File: config.mk
export PLATFORM = sky130hd
export DESIGN_NAME = seq_trigger
export DESIGN_NICKNAME = d
export VERILOG_FILES = /design/src/rtl/seqtrig_pkg.sv /design/src/rtl/seqtrig_compare.sv /design/src/rtl/seqtrig_occur.sv /design/src/rtl/seq_trigger.sv
export SDC_FILE = /design/constraint.sdc
export NUM_CORES = 1
export LEC_CHECK = 0
export BUFFER_PORTS_ARGS = -buffer_cell sky130_fd_sc_hd__buf_2
export CELL_PAD_IN_SITES_DETAIL_PLACEMENT = 0
export CELL_PAD_IN_SITES_GLOBAL_PLACEMENT = 1
export CORE_MARGIN = 3
export CORE_UTILIZATION = 32
export DETAILED_ROUTE_END_ITERATION = 7
export HOLD_SLACK_MARGIN = 0.1
export PLACE_DENSITY = 0.83
export REMOVE_ABC_BUFFERS = 1
export SLEW_MARGIN = 20
export SYNTH_ARGS = -nofsm -noshare
export SYNTH_HDL_FRONTEND = slang
export SYNTH_SLANG_ARGS = --single-unit
File: constraint.sdc
create_clock -name clk -period 2.52 [get_ports clk]
set_clock_uncertainty 0.2 [all_clocks]
set_input_delay 0.126 -clock clk [delete_from_list [all_inputs] [get_ports clk]]
set_output_delay 0.126 -clock clk [all_outputs]
set_load 0.03 [all_outputs]
File: src/rtl/seqtrig_pkg.sv
package seqtrig_pkg;
  localparam logic [2:0] OP_EQ    = 3'd0;
  localparam logic [2:0] OP_NE    = 3'd1;
  localparam logic [2:0] OP_GT    = 3'd2;
  localparam logic [2:0] OP_LT    = 3'd3;
  localparam logic [2:0] OP_RANGE = 3'd4;

  localparam int TYPE_BASIC = 0;
  localparam int TYPE_EDGE  = 1;
  localparam int TYPE_FULL  = 2;

  typedef enum logic [1:0] {
    STEP_A    = 2'd0,
    STEP_B    = 2'd1,
    STEP_DONE = 2'd2
  } step_e;
endpackage

File: src/rtl/seqtrig_compare.sv
module seqtrig_compare
  import seqtrig_pkg::*;
#(
  parameter int W     = 8,
  parameter int UTYPE = TYPE_FULL
) (
  input  logic [W-1:0]   cur,
  input  logic [W-1:0]   prev,
  input  logic           prev_vld,
  input  logic [2:0]     op,
  input  logic [1:0]     edge_kind,
  input  logic [2*W-1:0] mask,
  input  logic [W-1:0]   lo,
  input  logic [W-1:0]   hi,
  output logic           hit
);
  localparam bit EDGES_OK = (UTYPE >= TYPE_EDGE);
  localparam bit MAG_OK   = (UTYPE == TYPE_FULL);

  // one bit against its 2-bit code
  function automatic logic bit_ok(input logic [1:0] code, input logic c,
                                  input logic p, input logic v,
                                  input logic [1:0] ek);
    case (code)
      2'b00:   bit_ok = 1'b1;
      2'b01:   bit_ok = !c;
      2'b10:   bit_ok = c;
      default: bit_ok = EDGES_OK ? (v && ((ek[0] && !p && c) || (ek[1] && p && !c)))
                                 : 1'b1;
    endcase
  endfunction

  function automatic logic in_window(input logic [W-1:0] x, input logic [W-1:0] a,
                                     input logic [W-1:0] b);
    in_window = (x >= a) && (x <= b);
  endfunction

  logic pattern;

  always_comb begin
    pattern = 1'b1;
    for (int i = 0; i < W; i++)
      pattern = pattern & bit_ok(mask[2*i +: 2], cur[i], prev[i], prev_vld, edge_kind);
  end

  always_comb begin
    case (op)
      OP_EQ:    hit = pattern;
      OP_NE:    hit = !pattern;
      OP_GT:    hit = MAG_OK && (cur > lo);
      OP_LT:    hit = MAG_OK && (cur < lo);
      OP_RANGE: hit = MAG_OK && in_window(cur, lo, hi);
      default:  hit = 1'b0;
    endcase
  end
endmodule

File: src/rtl/seqtrig_occur.sv
module seqtrig_occur #(
  parameter int CNT_W = 4
) (
  input  logic                              clk,
  input  logic                              rst_n,
  input  logic                              clr,
  input  logic                              cond,
  input  logic                              active,
  input  logic [((CNT_W > 0) ? CNT_W : 1)-1:0] target,
  output logic                              hit
);
  localparam int CW = (CNT_W > 0) ? CNT_W : 1;

  logic [CW-1:0] cnt_q;
  logic [CW:0]   want;
  logic [CW:0]   next_cnt;

  function automatic logic [CW:0] goal(input logic [CW-1:0] t);
    goal = (t == '0) ? (CW+1)'(1) : {1'b0, t};
  endfunction

  always_comb begin
    want     = goal(target);
    next_cnt = {1'b0, cnt_q} + (CW+1)'(1);
    hit      = cond && active && ((CNT_W == 0) || (next_cnt == want));
  end

  always_ff @(posedge clk or negedge rst_n) begin
    if (!rst_n)               cnt_q <= '0;
    else if (clr)             cnt_q <= '0;
    else if (cond && active)  cnt_q <= cnt_q + CW'(1);
  end
endmodule

File: src/rtl/seq_trigger.sv
module seq_trigger
  import seqtrig_pkg::*;
#(
  parameter int W         = 8,
  parameter int CNT_W     = 4,
  parameter int UNIT_TYPE = TYPE_FULL,
  parameter int NUM_UNITS = 2,
  parameter int ENABLE    = 1
) (
  input  logic                              clk,
  input  logic                              rst_n,
  input  logic                              arm,
  input  logic [W-1:0]                      mon,
  input  logic [2:0]                        u1_op,
  input  logic [1:0]                        u1_edge,
  input  logic [2*W-1:0]                    u1_mask,
  input  logic [W-1:0]                      u1_lo,
  input  logic [W-1:0]                      u1_hi,
  input  logic [((CNT_W > 0) ? CNT_W : 1)-1:0] u1_cnt,
  input  logic [2:0]                        u2_op,
  input  logic [1:0]                        u2_edge,
  input  logic [2*W-1:0]                    u2_mask,
  input  logic [W-1:0]                      u2_lo,
  input  logic [W-1:0]                      u2_hi,
  input  logic [((CNT_W > 0) ? CNT_W : 1)-1:0] u2_cnt,
  output logic                              trig_out,
  output logic                              triggered
);
  localparam int CW = (CNT_W > 0) ? CNT_W : 1;

  logic [W-1:0] prev_q;
  logic         prev_vld_q;
  step_e        step_q;
  logic [1:0]   unit_cond;
  logic [1:0]   unit_act;
  logic [1:0]   unit_hit;
  logic         fire;

  for (genvar g = 0; g < 2; g++) begin : g_unit
    logic [CW-1:0] tgt;
    assign tgt = (g == 0) ? u1_cnt : u2_cnt;
    assign unit_act[g] = (ENABLE != 0) && !arm &&
                         (step_q == ((g == 0) ? STEP_A : STEP_B));

    seqtrig_compare #(.W(W), .UTYPE(UNIT_TYPE)) u_cmp (
      .cur       (mon),
      .prev      (prev_q),
      .prev_vld  (prev_vld_q),
      .op        ((g == 0) ? u1_op   : u2_op),
      .edge_kind ((g == 0) ? u1_edge : u2_edge),
      .mask      ((g == 0) ? u1_mask : u2_mask),
      .lo        ((g == 0) ? u1_lo   : u2_lo),
      .hi        ((g == 0) ? u1_hi   : u2_hi),
      .hit       (unit_cond[g])
    );

    seqtrig_occur #(.CNT_W(CNT_W)) u_occ (
      .clk    (clk),
      .rst_n  (rst_n),
      .clr    (arm),
      .cond   (unit_cond[g]),
      .active (unit_act[g]),
      .target (tgt),
      .hit    (unit_hit[g])
    );
  end

  assign fire = (NUM_UNITS > 1) ? unit_hit[1] : unit_hit[0];

  always_ff @(posedge clk or negedge rst_n) begin
    if (!rst_n) begin
      prev_q     <= '0;
      prev_vld_q <= 1'b0;
    end else begin
      prev_q     <= mon;
      prev_vld_q <= !arm;
    end
  end

  always_ff @(posedge clk or negedge rst_n) begin
    if (!rst_n) begin
      step_q <= STEP_A;
    end else if (arm) begin
      step_q <= STEP_A;
    end else begin
      case (step_q)
        STEP_A:  if (unit_hit[0]) step_q <= (NUM_UNITS > 1) ? STEP_B : STEP_DONE;
        STEP_B:  if (unit_hit[1]) step_q <= STEP_DONE;
        default: step_q <= STEP_DONE;
      endcase
    end
  end

  always_ff @(posedge clk or negedge rst_n) begin
    if (!rst_n) begin
      trig_out  <= 1'b0;
      triggered <= 1'b0;
    end else if (arm) begin
      trig_out  <= 1'b0;
      triggered <= 1'b0;
    end else begin
      trig_out  <= fire;
      triggered <= triggered | fire;
    end
  end
endmodule

==> flow_summary.toml, run 1 <==
[clock_tree]
cts.htree.levels = 1
clk_latency_ns = 0.26
cts.sinks = 21
cts_tree = "done"
clk_pin_slew_ns = 0.08
root_buffer = "clkbuf_8"
cts_buffers = 3
clk_path_buf_depth = 2

[logic_synthesis]
synth_compound_area_frac = 0.203
avgSynthCellArea_um2 = 8.08
syn_inst = 309
synth_cell_types = 51
synth_edf_count = 0
synth_top_family_by_area = "simple AND/OR/NAND/NOR gates"
yosys.area_share.adder = 0.170
yosysWarnings = 0
ys_seq_area_frac = 0.210
synth_xor_area_frac = 0.0245
synthSimpleGateAreaFrac = 0.248
muxShareOfSynthArea = 0.0566
synth_area_mm2 = 0.00250
async_reset_ff_frac = 1.00
ys.flop_type = "dfrtp_1"
synth_seq_cells = 21

[global_route]
grt_max_degree = 22
grt_first_pass_wirelength_mm = 12.8
gr-total-overflow = 0
grt_pass1_vias = 2726
antenna_found_initial = 1
grt.total_usage = 0.178

[setup_path]
cp_data_arrival_time_ns = 2.48
startpoint = "prev_vld_q$_DFF_PN0_"
worstSetupPathType = "reg2reg"
reg2reg_setup_slack_ns = -0.007
path_max_fanout = 4
cp-end-kind = "flop"
crit_path_start_kind = "flop"
required_ns = 2.47
timing.rr.start = "prev_vld_q$_DFF_PN0_"

[floorplanning]
num_rows = 31
core_area_mm2 = 0.00741
io_pins = 95
die_x_um = 94.3
initial_core_util = 0.337
die_area_mm2 = 0.00890
die_h_um = 94.3

[power_and_ir_drop]
ir_drop_mv = 0.146
powerDensity_mw_per_mm2 = 287
p_leak_nw = 1.69

[sta]
hold_viol_final = 0
fmax_ghz = 0.396
worstMarginPinSlew_ns = 0.488
grt_setup_unrepaired = "yes"
slew_headroom = 0.675
holdWs_ns = 0.142
fin_ws_ns = -0.00717
setup_viol = 1
fin_crit_sh = 1.00
drv_slew = 0
period_needed_ns = 2.53

[detailed_routing]
dr.pass1.iters = 4
drtIter0Drc = 150
wl_per_cell_um = 15.5
wl_mm = 8.10
dr_total_vias = 2818
detail-route-antenna-nets = 0
drc = 0
vias_per_cell = 5.38

[final_layout]
drive_gt1_frac = 0.311
antenna_cells = 0
layout_commonest_cell = "buf_2"
utilization = 0.458
areaGrowthSynthToFinish_pct = 35.8
fin_nets = 553
layout_common_cells = "buf_2, inv_1, ha_1"

[flow_run]
cap_violations = 0

[placement]
post-place-ws_ns = -0.0300
io_buffers = 94
gp_congestion = 0.911
dp_hpwl_mm = 6.46

[hold_path]
hold_path_class = "in2reg"
min-delay-start = "u1_cnt[3]"

[outcome]
failed_checks = "setup timing"
status = "complete, but fails checks"
[routing by layer]
layer,track usage,up-vias,wire length (um)
met3,0.0295,10,615
met5,0,-,13
met4,0.0397,2,136
met2,0.290,104,3750
li1,-,1398,-
met1,0.247,1304,3590
[stage by stage]
stage | TNS, ns | area [um^2] | power, mW | cells
2_1_floorplan | -0.237 | 2470 | 0.547 | 304
6_report | -0.00717 | 3390 | 0.975 | 524
4_1_cts | 0 | 3300 | 0.960 | 522
5_1_grt | -0.192 | 3390 | 1.04 | 524
3_3_place_gp | -0.0431 | 3140 | 0.717 | 507
3_5_place_dp | -0.0611 | 3140 | 0.724 | 507
[area by class of cell]
cell class / count / area (um^2)
clock inverters: 1 / 5.00
multi-input cells: 232 / 1830
fillers: 750 / 4020
well taps: 99 / 124
repair buffers: 117 / 674
flip-flops and latches: 21 / 527
inverters: 51 / 191
clock buffers: 3 / 41.3
[critical path, cell delays in order (launching register included)]
cell	delay, ns
dfrtp_2	0.42
buf_6	0.12
buf_4	0.10
nand4_1	0.06
nand3b_1	0.10
nand4_1	0.18
nor4_4	0.37
mux2i_2	0.35
o31a_1	0.22
mux2_4	0.30
[flip-flops by register name, summed over array words and instances, names as in the netlist]
name / flops
g_unit.u_occ.cnt_q: 8
prev_q: 8
prev_vld_q: 1
step_q: 2
trig_out: 1
triggered: 1
[synthesized netlist by cell type, drive strengths merged, types with 2 or more instances]
cell      n  share of area
xnor2     2         0.0070
a32oi     5          0.018
mux2      6          0.029
o21ai     7          0.014
nor3      5          0.010
nand2    17          0.029
buf       2         0.0060
a31oi     4          0.010
nand2b    2         0.0050
nor4      2         0.0075
ha       34           0.17
clkbuf    3         0.0045
a31o      2         0.0070
o311ai   15          0.053
a21oi    12          0.024
nor2     17          0.026
a211oi    2         0.0060
nand4b    2         0.0070
nand3b    5          0.015
a211o     2         0.0070
mux2i     7          0.028
inv      50          0.075
dfrtp    21           0.21
o31a      2         0.0070
xor2      5          0.018
a21o      3         0.0090
o211ai    5          0.015
nor2b    16          0.040
nand4    30          0.075
o2bb2ai   2         0.0070
or3       2         0.0050
nand3     5          0.010
[what timing repair did]
action / 4_1_cts / 5_1_grt
pin swaps: 2 / 7
endpoints found under the setup margin: 8 / 12
endpoints found under the hold margin: 31 / 1
hold buffers: 11 / 1
buffers inserted: 0 / 2
resized for setup: 4 / 22
[cells by family after synthesis]
logic type	Yosys count
DFF	21
adders and majority gates	34
xor gates and xnor gates	7
AOI/OAI and AO/OA	69
muxes	13
and+or+nand+nor	109
buffers and inverters	56
[worst paths after layout]
path | to | cells after the start
worst max-delay path | g_unit[0].u_occ.cnt_q[0]$_DFFE_PN0P_ | 9
worst min-delay path | step_q[0]$_DFFE_PN0P_ | 4
worst max register to register | g_unit[0].u_occ.cnt_q[0]$_DFFE_PN0P_ | 9
worst min register to register | triggered$_DFF_PN0_ | 2
max in group asynchronous | prev_vld_q$_DFF_PN0_ | 2
min in group asynchronous | g_unit[1].u_occ.cnt_q[3]$_DFFE_PN0P_ | 2
[where the power goes]
part	internal (mW)	switching, mW
clock network	0.110	0.109
logic	0.185	0.205
registers	0.348	0.0175
Note: power is estimated with default switching activity, not from simulation.
==> run 2: changes to the inputs <==
--- a/config.mk
+++ b/config.mk
@@ -6,13 +6,13 @@
 export NUM_CORES = 1
 export LEC_CHECK = 0
 export BUFFER_PORTS_ARGS = -buffer_cell sky130_fd_sc_hd__buf_2
-export CELL_PAD_IN_SITES_DETAIL_PLACEMENT = 0
-export CELL_PAD_IN_SITES_GLOBAL_PLACEMENT = 1
+export CELL_PAD_IN_SITES_DETAIL_PLACEMENT = 1
+export CELL_PAD_IN_SITES_GLOBAL_PLACEMENT = 2
 export CORE_MARGIN = 3
-export CORE_UTILIZATION = 32
+export CORE_UTILIZATION = 25
 export DETAILED_ROUTE_END_ITERATION = 7
 export HOLD_SLACK_MARGIN = 0.1
-export PLACE_DENSITY = 0.83
+export PLACE_DENSITY = 0.84
 export REMOVE_ABC_BUFFERS = 1
 export SLEW_MARGIN = 20
 export SYNTH_ARGS = -nofsm -noshare
==> run 2 against run 1 <==
Compared with the run above: the run now ends clean; clock power increased by 6%; die area increased by 26%; non-clock buffer count decreased by 1; register-to-register slack improved by 0.04 ns; sequential power about the same; sequential share of layout area decreased by 0.14 points; critical endpoint unchanged; largest cell class unchanged.
==> flow_summary.toml, run 2 (synthesis results as in run 1) <==
[outcome]
status = "finished clean"

[setup_path]
cp-end-kind = "flop"
crit_path_start_kind = "flop"
cp_num_cells = 8
path_max_fanout = 7
worstSetupPathType = "reg2reg"
cpLargestDelayFamily = "multiplexers"
worstSetupEndpoint = "g_unit[0].u_occ.cnt_q[0]$_DFFE_PN0P_"
startpoint = "prev_vld_q$_DFF_PN0_"
required_ns = 2.47
reg2reg_setup_slack_ns = 0.03
critPathBufInv = 1
timing.rr.start = "prev_vld_q$_DFF_PN0_"
cp_cell_sequence = "buf_6, nand4_1, a32oi_1, o311ai_1, nor4_2, mux2i_2, o31a_1, mux2_4"
reg2regPathDepth = 8
slowest_delay_ns = 0.43
cp_data_arrival_time_ns = 2.44
reg2reg_to = "g_unit[0].u_occ.cnt_q[0]$_DFFE_PN0P_"
cp_slowest_cell = "dfrtp_2"

[placement]
gp_congestion = 0.869
io_buffers = 94
dp.cells = 536
dp_hpwl_mm = 7.65

[final_layout]
fill_cells = 1208
layout_commonest_cell = "buf_2"
fin_nets = 552
instances_no_fill = 553
antenna_cells = 0
utilization = 0.362
seq_area_um2 = 527
multiInputGateArea_mm2 = 0.00183
layout_common_cells = "buf_2, inv_1, ha_1"
areaGrowthSynthToFinish_pct = 37.0
drive_gt1_frac = 0.314
top_regs = "g_unit.u_occ.cnt_q (8), prev_q (8), step_q (2)"

[detailed_routing]
drc = 0
drtIter0Drc = 169
wl_per_cell_um = 17.2
dr.pass1.iters = 4
vias_per_cell = 5.24
detail-route-antenna-nets = 0
dr_total_vias = 2895
wl_mm = 9.54

[global_route]
grt_pass1_vias = 3134
grt_first_pass_wirelength_mm = 15.0
grt_max_degree = 22
gr-total-overflow = 0
grt.busiest_layer = "met2"
use_met3 = 0.0334
met1_usage = 0.204
grtUsageMet2 = 0.293
antenna_found_initial = 0
grt.total_usage = 0.165

[floorplanning]
die_x_um = 106
num_rows = 35
io_pins = 95
die_area_mm2 = 0.0112
core_area_mm2 = 0.00946
initial_core_util = 0.264
die_h_um = 106

[sta]
period_needed_ns = 2.49
slew_headroom = 0.664
fin_crit_sh = 0.987
fmax_ghz = 0.402
grt_setup_unrepaired = "yes"
setup_tns_ns = 0
worstMarginPinSlew_ns = 0.504
setup_viol = 0
hold_viol_final = 0
drv_slew = 0

[clock_tree]
root_buffer = "clkbuf_8"
cts.htree.levels = 1
cts_buffers = 3
clk_pin_slew_ns = 0.09
cts.sinks = 21
clk_path_buf_depth = 2
cts_tree = "done"
clk_latency_ns = 0.26

[power_and_ir_drop]
ir_drop_mv = 0.168
p_leak_nw = 1.69
power.total_mw = 0.997
powerDensity_mw_per_mm2 = 291

[flow_run]
cap_violations = 0

[hold_path]
hold_path_class = "in2reg"
==> run 2: metal layers <==
| layer | vias up | routed length (um) |
|---|---|---|
| li1 | 1391 | - |
| met1 | 1384 | 4030 |
| met2 | 106 | 4690 |
| met3 | 14 | 686 |
| met4 | 0 | 140 |
| met5 | - | 0 |
==> run 2: worst reg2reg max path: stages (launching register included) <==
cell and delay (ns):
dfrtp_2 0.43, buf_6 0.14, nand4_1 0.07, a32oi_1 0.21
o311ai_1 0.13, nor4_2 0.34, mux2i_2 0.34, o31a_1 0.21
mux2_4 0.31
==> run 2: cell type report <==
| type | count | share of cell area |
|---|---|---|
| repair buffers | 116 | 0.195 |
| flip-flops and latches | 21 | 0.154 |
| well taps | 129 | 0.0472 |
| multi-input cells | 232 | 0.534 |
| clock inverters | 1 | 0.00146 |
| clock buffers | 3 | 0.0121 |
| inverters | 51 | 0.0560 |
==> run 2: worst min path at each step <==
stage           from                                   end  slack, ns  depth (start not counted)
2_1_floorplan  rst_n  g_unit[0].u_occ.cnt_q[0]$_DFFE_PN0P_      -0.37                          0
3_3_place_gp   rst_n  g_unit[0].u_occ.cnt_q[3]$_DFFE_PN0P_      -0.08                          1
3_5_place_dp   rst_n  g_unit[0].u_occ.cnt_q[3]$_DFFE_PN0P_      -0.07                          1
4_1_cts          arm                    trig_out$_DFF_PN0_       0.11                          2
5_1_grt          arm                    trig_out$_DFF_PN0_       0.13                          2
6_report         arm                    trig_out$_DFF_PN0_       0.11                          2
==> run 2: power breakdown <==
part	internal, mW	switching, mW	leakage, nW
logic	0.185	0.214	1.39
clock network	0.110	0.121	0.0255
registers	0.348	0.0175	0.271
total	0.644	0.353	1.69
==> run 2: timing repair <==
item | in CTS | in global routing
hold buffers | 10 | 0
resized for setup | 16 | 12
hold endpoints to repair | 30 | 0
cloned | 0 | 1
pin swaps | 2 | 0
endpoints found under the setup margin | 9 | 12
setup buffers | 2 | 0
==> run 2: per-stage QoR <==
step | instance area [um^2] | setup slack (ns) | hold slack [ns]
6_report | 3420 | 0.0332 | 0.108
5_1_grt | 3420 | -0.0749 | 0.126
4_1_cts | 3390 | -0.0148 | 0.112
3_5_place_dp | 3170 | -0.198 | -0.0684
3_3_place_gp | 3170 | -0.118 | -0.0806
2_1_floorplan | 2470 | -0.0979 | -0.370
==> run 3: changes to the inputs <==
--- a/config.mk
+++ b/config.mk
@@ -5,14 +5,15 @@
 export SDC_FILE = /design/constraint.sdc
 export NUM_CORES = 1
 export LEC_CHECK = 0
-export BUFFER_PORTS_ARGS = -buffer_cell sky130_fd_sc_hd__buf_2
 export CELL_PAD_IN_SITES_DETAIL_PLACEMENT = 1
 export CELL_PAD_IN_SITES_GLOBAL_PLACEMENT = 2
 export CORE_MARGIN = 3
-export CORE_UTILIZATION = 25
+export CORE_UTILIZATION = 32
 export DETAILED_ROUTE_END_ITERATION = 7
+export DONT_BUFFER_PORTS = 1
 export HOLD_SLACK_MARGIN = 0.1
-export PLACE_DENSITY = 0.84
+export PLACE_DENSITY = 0.82
+export RECOVER_POWER = 25
 export REMOVE_ABC_BUFFERS = 1
 export SLEW_MARGIN = 20
 export SYNTH_ARGS = -nofsm -noshare
==> run 3 against run 2 <==
Compared with the run above: the flow now finishes with violations (setup timing); cell count fell by 22%; critical path depth fell by 1; largest cell class unchanged; core utilization rose by 4.8 points; fmax fell by 4.1%; clock-buffer cell count did not move; sequential share of layout area rose by 2.0 points; register-to-register slack got worse by 0.11 ns; combinational power fell by 25%; routed wire length fell by 8.0%; via count fell by 12%; setup slack got worse by 0.11 ns; highest routed layer unchanged; final area fell by 11%.
==> flow_summary.toml, run 3 (synthesis results as in run 1) <==
[outcome]
status = "complete, but fails checks"
failed_checks = "setup timing"

[floorplanning]
num_rows = 31
core_area_mm2 = 0.00741
initial_core_util = 0.337
die_h_um = 94.3
io_pins = 95
die_x_um = 94.3
die_area_mm2 = 0.00890

[placement]
io_buffers = 0
dpl-instance-area_mm2 = 0.00266
dp_hpwl_mm = 6.66
post-place-ws_ns = -0.295
gp_congestion = 0.893

[detailed_routing]
wl_per_cell_um = 20.3
dr_total_vias = 2555
wl_mm = 8.78
drtIter0Drc = 51
detail-route-antenna-nets = 0
dr.pass1.iters = 4
vias_per_cell = 5.90
drc = 0

[sta]
hold_viol_final = 0
fin_crit_sh = 1.03
drv_slew = 0
slew_headroom = 0.572
worstMarginPinSlew_ns = 0.641
setup_viol = 3
period_needed_ns = 2.59
fmax_ghz = 0.386
grt_setup_unrepaired = "yes"
fin_ws_ns = -0.0720
setup_tns_ns = -0.144
holdWs_ns = 0.0983

[clock_tree]
cts.sinks = 21
root_buffer = "clkbuf_8"
clk_latency_ns = 0.26
clk_path_buf_depth = 2
cts_tree = "done"
cts_buffers = 3
clk_pin_slew_ns = 0.08
cts.htree.levels = 1

[final_layout]
drive_gt1_frac = 0.126
antenna_cells = 0
areaGrowthSynthToFinish_pct = 21.5
fin_nets = 462
seq_area_um2 = 527
top_regs = "g_unit.u_occ.cnt_q (8), prev_q (8), step_q (2)"
layout_commonest_cell = "inv_1"
final_cell_area_mm2 = 0.00304
layout_common_cells = "inv_1, ha_1, nand4_1"
fill_cells = 890
multiInputGateArea_mm2 = 0.00192

[setup_path]
worstSetupPathType = "reg2reg"
cp-end-kind = "flop"
crit_path_start_kind = "flop"
path_max_fanout = 8
cp_data_arrival_time_ns = 2.54
required_ns = 2.47

[hold_path]
hold_path_class = "in2reg"

[flow_run]
cap_violations = 0

[power_and_ir_drop]
ir_drop_mv = 0.204
p_leak_nw = 1.35
p_int_mw = 0.602
pwr-share-clk = 0.248
p_switching_mw = 0.284
powerDensity_mw_per_mm2 = 292
combPwrFrac = 0.338
power.total_mw = 0.886
seqPwrFrac = 0.414
swShare = 0.321

[global_route]
grt_max_degree = 22
gr-total-overflow = 0
grt_pass1_vias = 2697
grt.total_usage = 0.189
antenna_found_initial = 0
grt_first_pass_wirelength_mm = 13.3
## run 3: cell count changes in the layout (fill, tap and decap cells not counted), sizes merged
cell / previous run / this run
buf: 106 / 11
dlygate4sd3: 10 / 15
## run 3: worst max-delay path: stages, from the launching register on
cell and delay (ns):
dfrtp_2 0.45, nand2_4 0.12, o311ai_2 0.25, nand4_1 0.22
nor4_4 0.39, mux2i_2 0.33, o31a_1 0.22, mux2_4 0.30
## run 3: final cells by class
type	count	area share
sequential	21	0.174
timing repair buffer	26	0.0758
clock buffer	3	0.0136
multi-input combinational	232	0.631
tap	99	0.0408
inverter	51	0.0631
clock inverter	1	0.00165
## run 3: final timing paths
kind                            slack (ns)                  start                                    to  cells after the start
max in group asynchronous             1.60                  rst_n                  prev_vld_q$_DFF_PN0_                      2
worst max-delay path                 -0.07   prev_vld_q$_DFF_PN0_  g_unit[0].u_occ.cnt_q[0]$_DFFE_PN0P_                      7
worst max register to register       -0.07   prev_vld_q$_DFF_PN0_  g_unit[0].u_occ.cnt_q[0]$_DFFE_PN0P_                      7
worst min-delay path                   0.1              u2_cnt[0]                    trig_out$_DFF_PN0_                      4
min in group asynchronous             0.15                  rst_n  g_unit[0].u_occ.cnt_q[1]$_DFFE_PN0P_                      2
worst min register to register        0.39  step_q[1]$_DFFE_PN0P_                 step_q[1]$_DFFE_PN0P_                      1
## run 3: per-layer routing
layer  share of wire  wire, um  global-route usage
met1            0.40      3490               0.226
met2            0.51      4460               0.345
met3           0.084       740              0.0470
met4          0.0093        82              0.0361
met5               0         0                   0
## run 3: through the flow
step / instances / util
2_1_floorplan: 304 / -
3_3_place_gp: 411 / 0.358
3_5_place_dp: 411 / 0.358
4_1_cts: 430 / 0.387
5_1_grt: 433 / 0.410
6_report: 433 / 0.410
## run 3: power by group through the flow
stage               logic [mW]  clock network, mW  registers (mW)
detailed placement       0.238                  0           0.370
global placement         0.228                  0           0.370
floorplan                0.180                  0           0.367
global route             0.343              0.245           0.368
CTS                      0.276              0.228           0.364
finish                   0.300              0.220           0.367
## run 3: what timing repair did
item	4_1_cts	5_1_grt
resized for setup	13	25
pin swaps	5	18
hold buffers	15	1
cloned	0	0
hold endpoints to repair	42	21
endpoints found under the setup margin	12	12
setup buffers	0	2
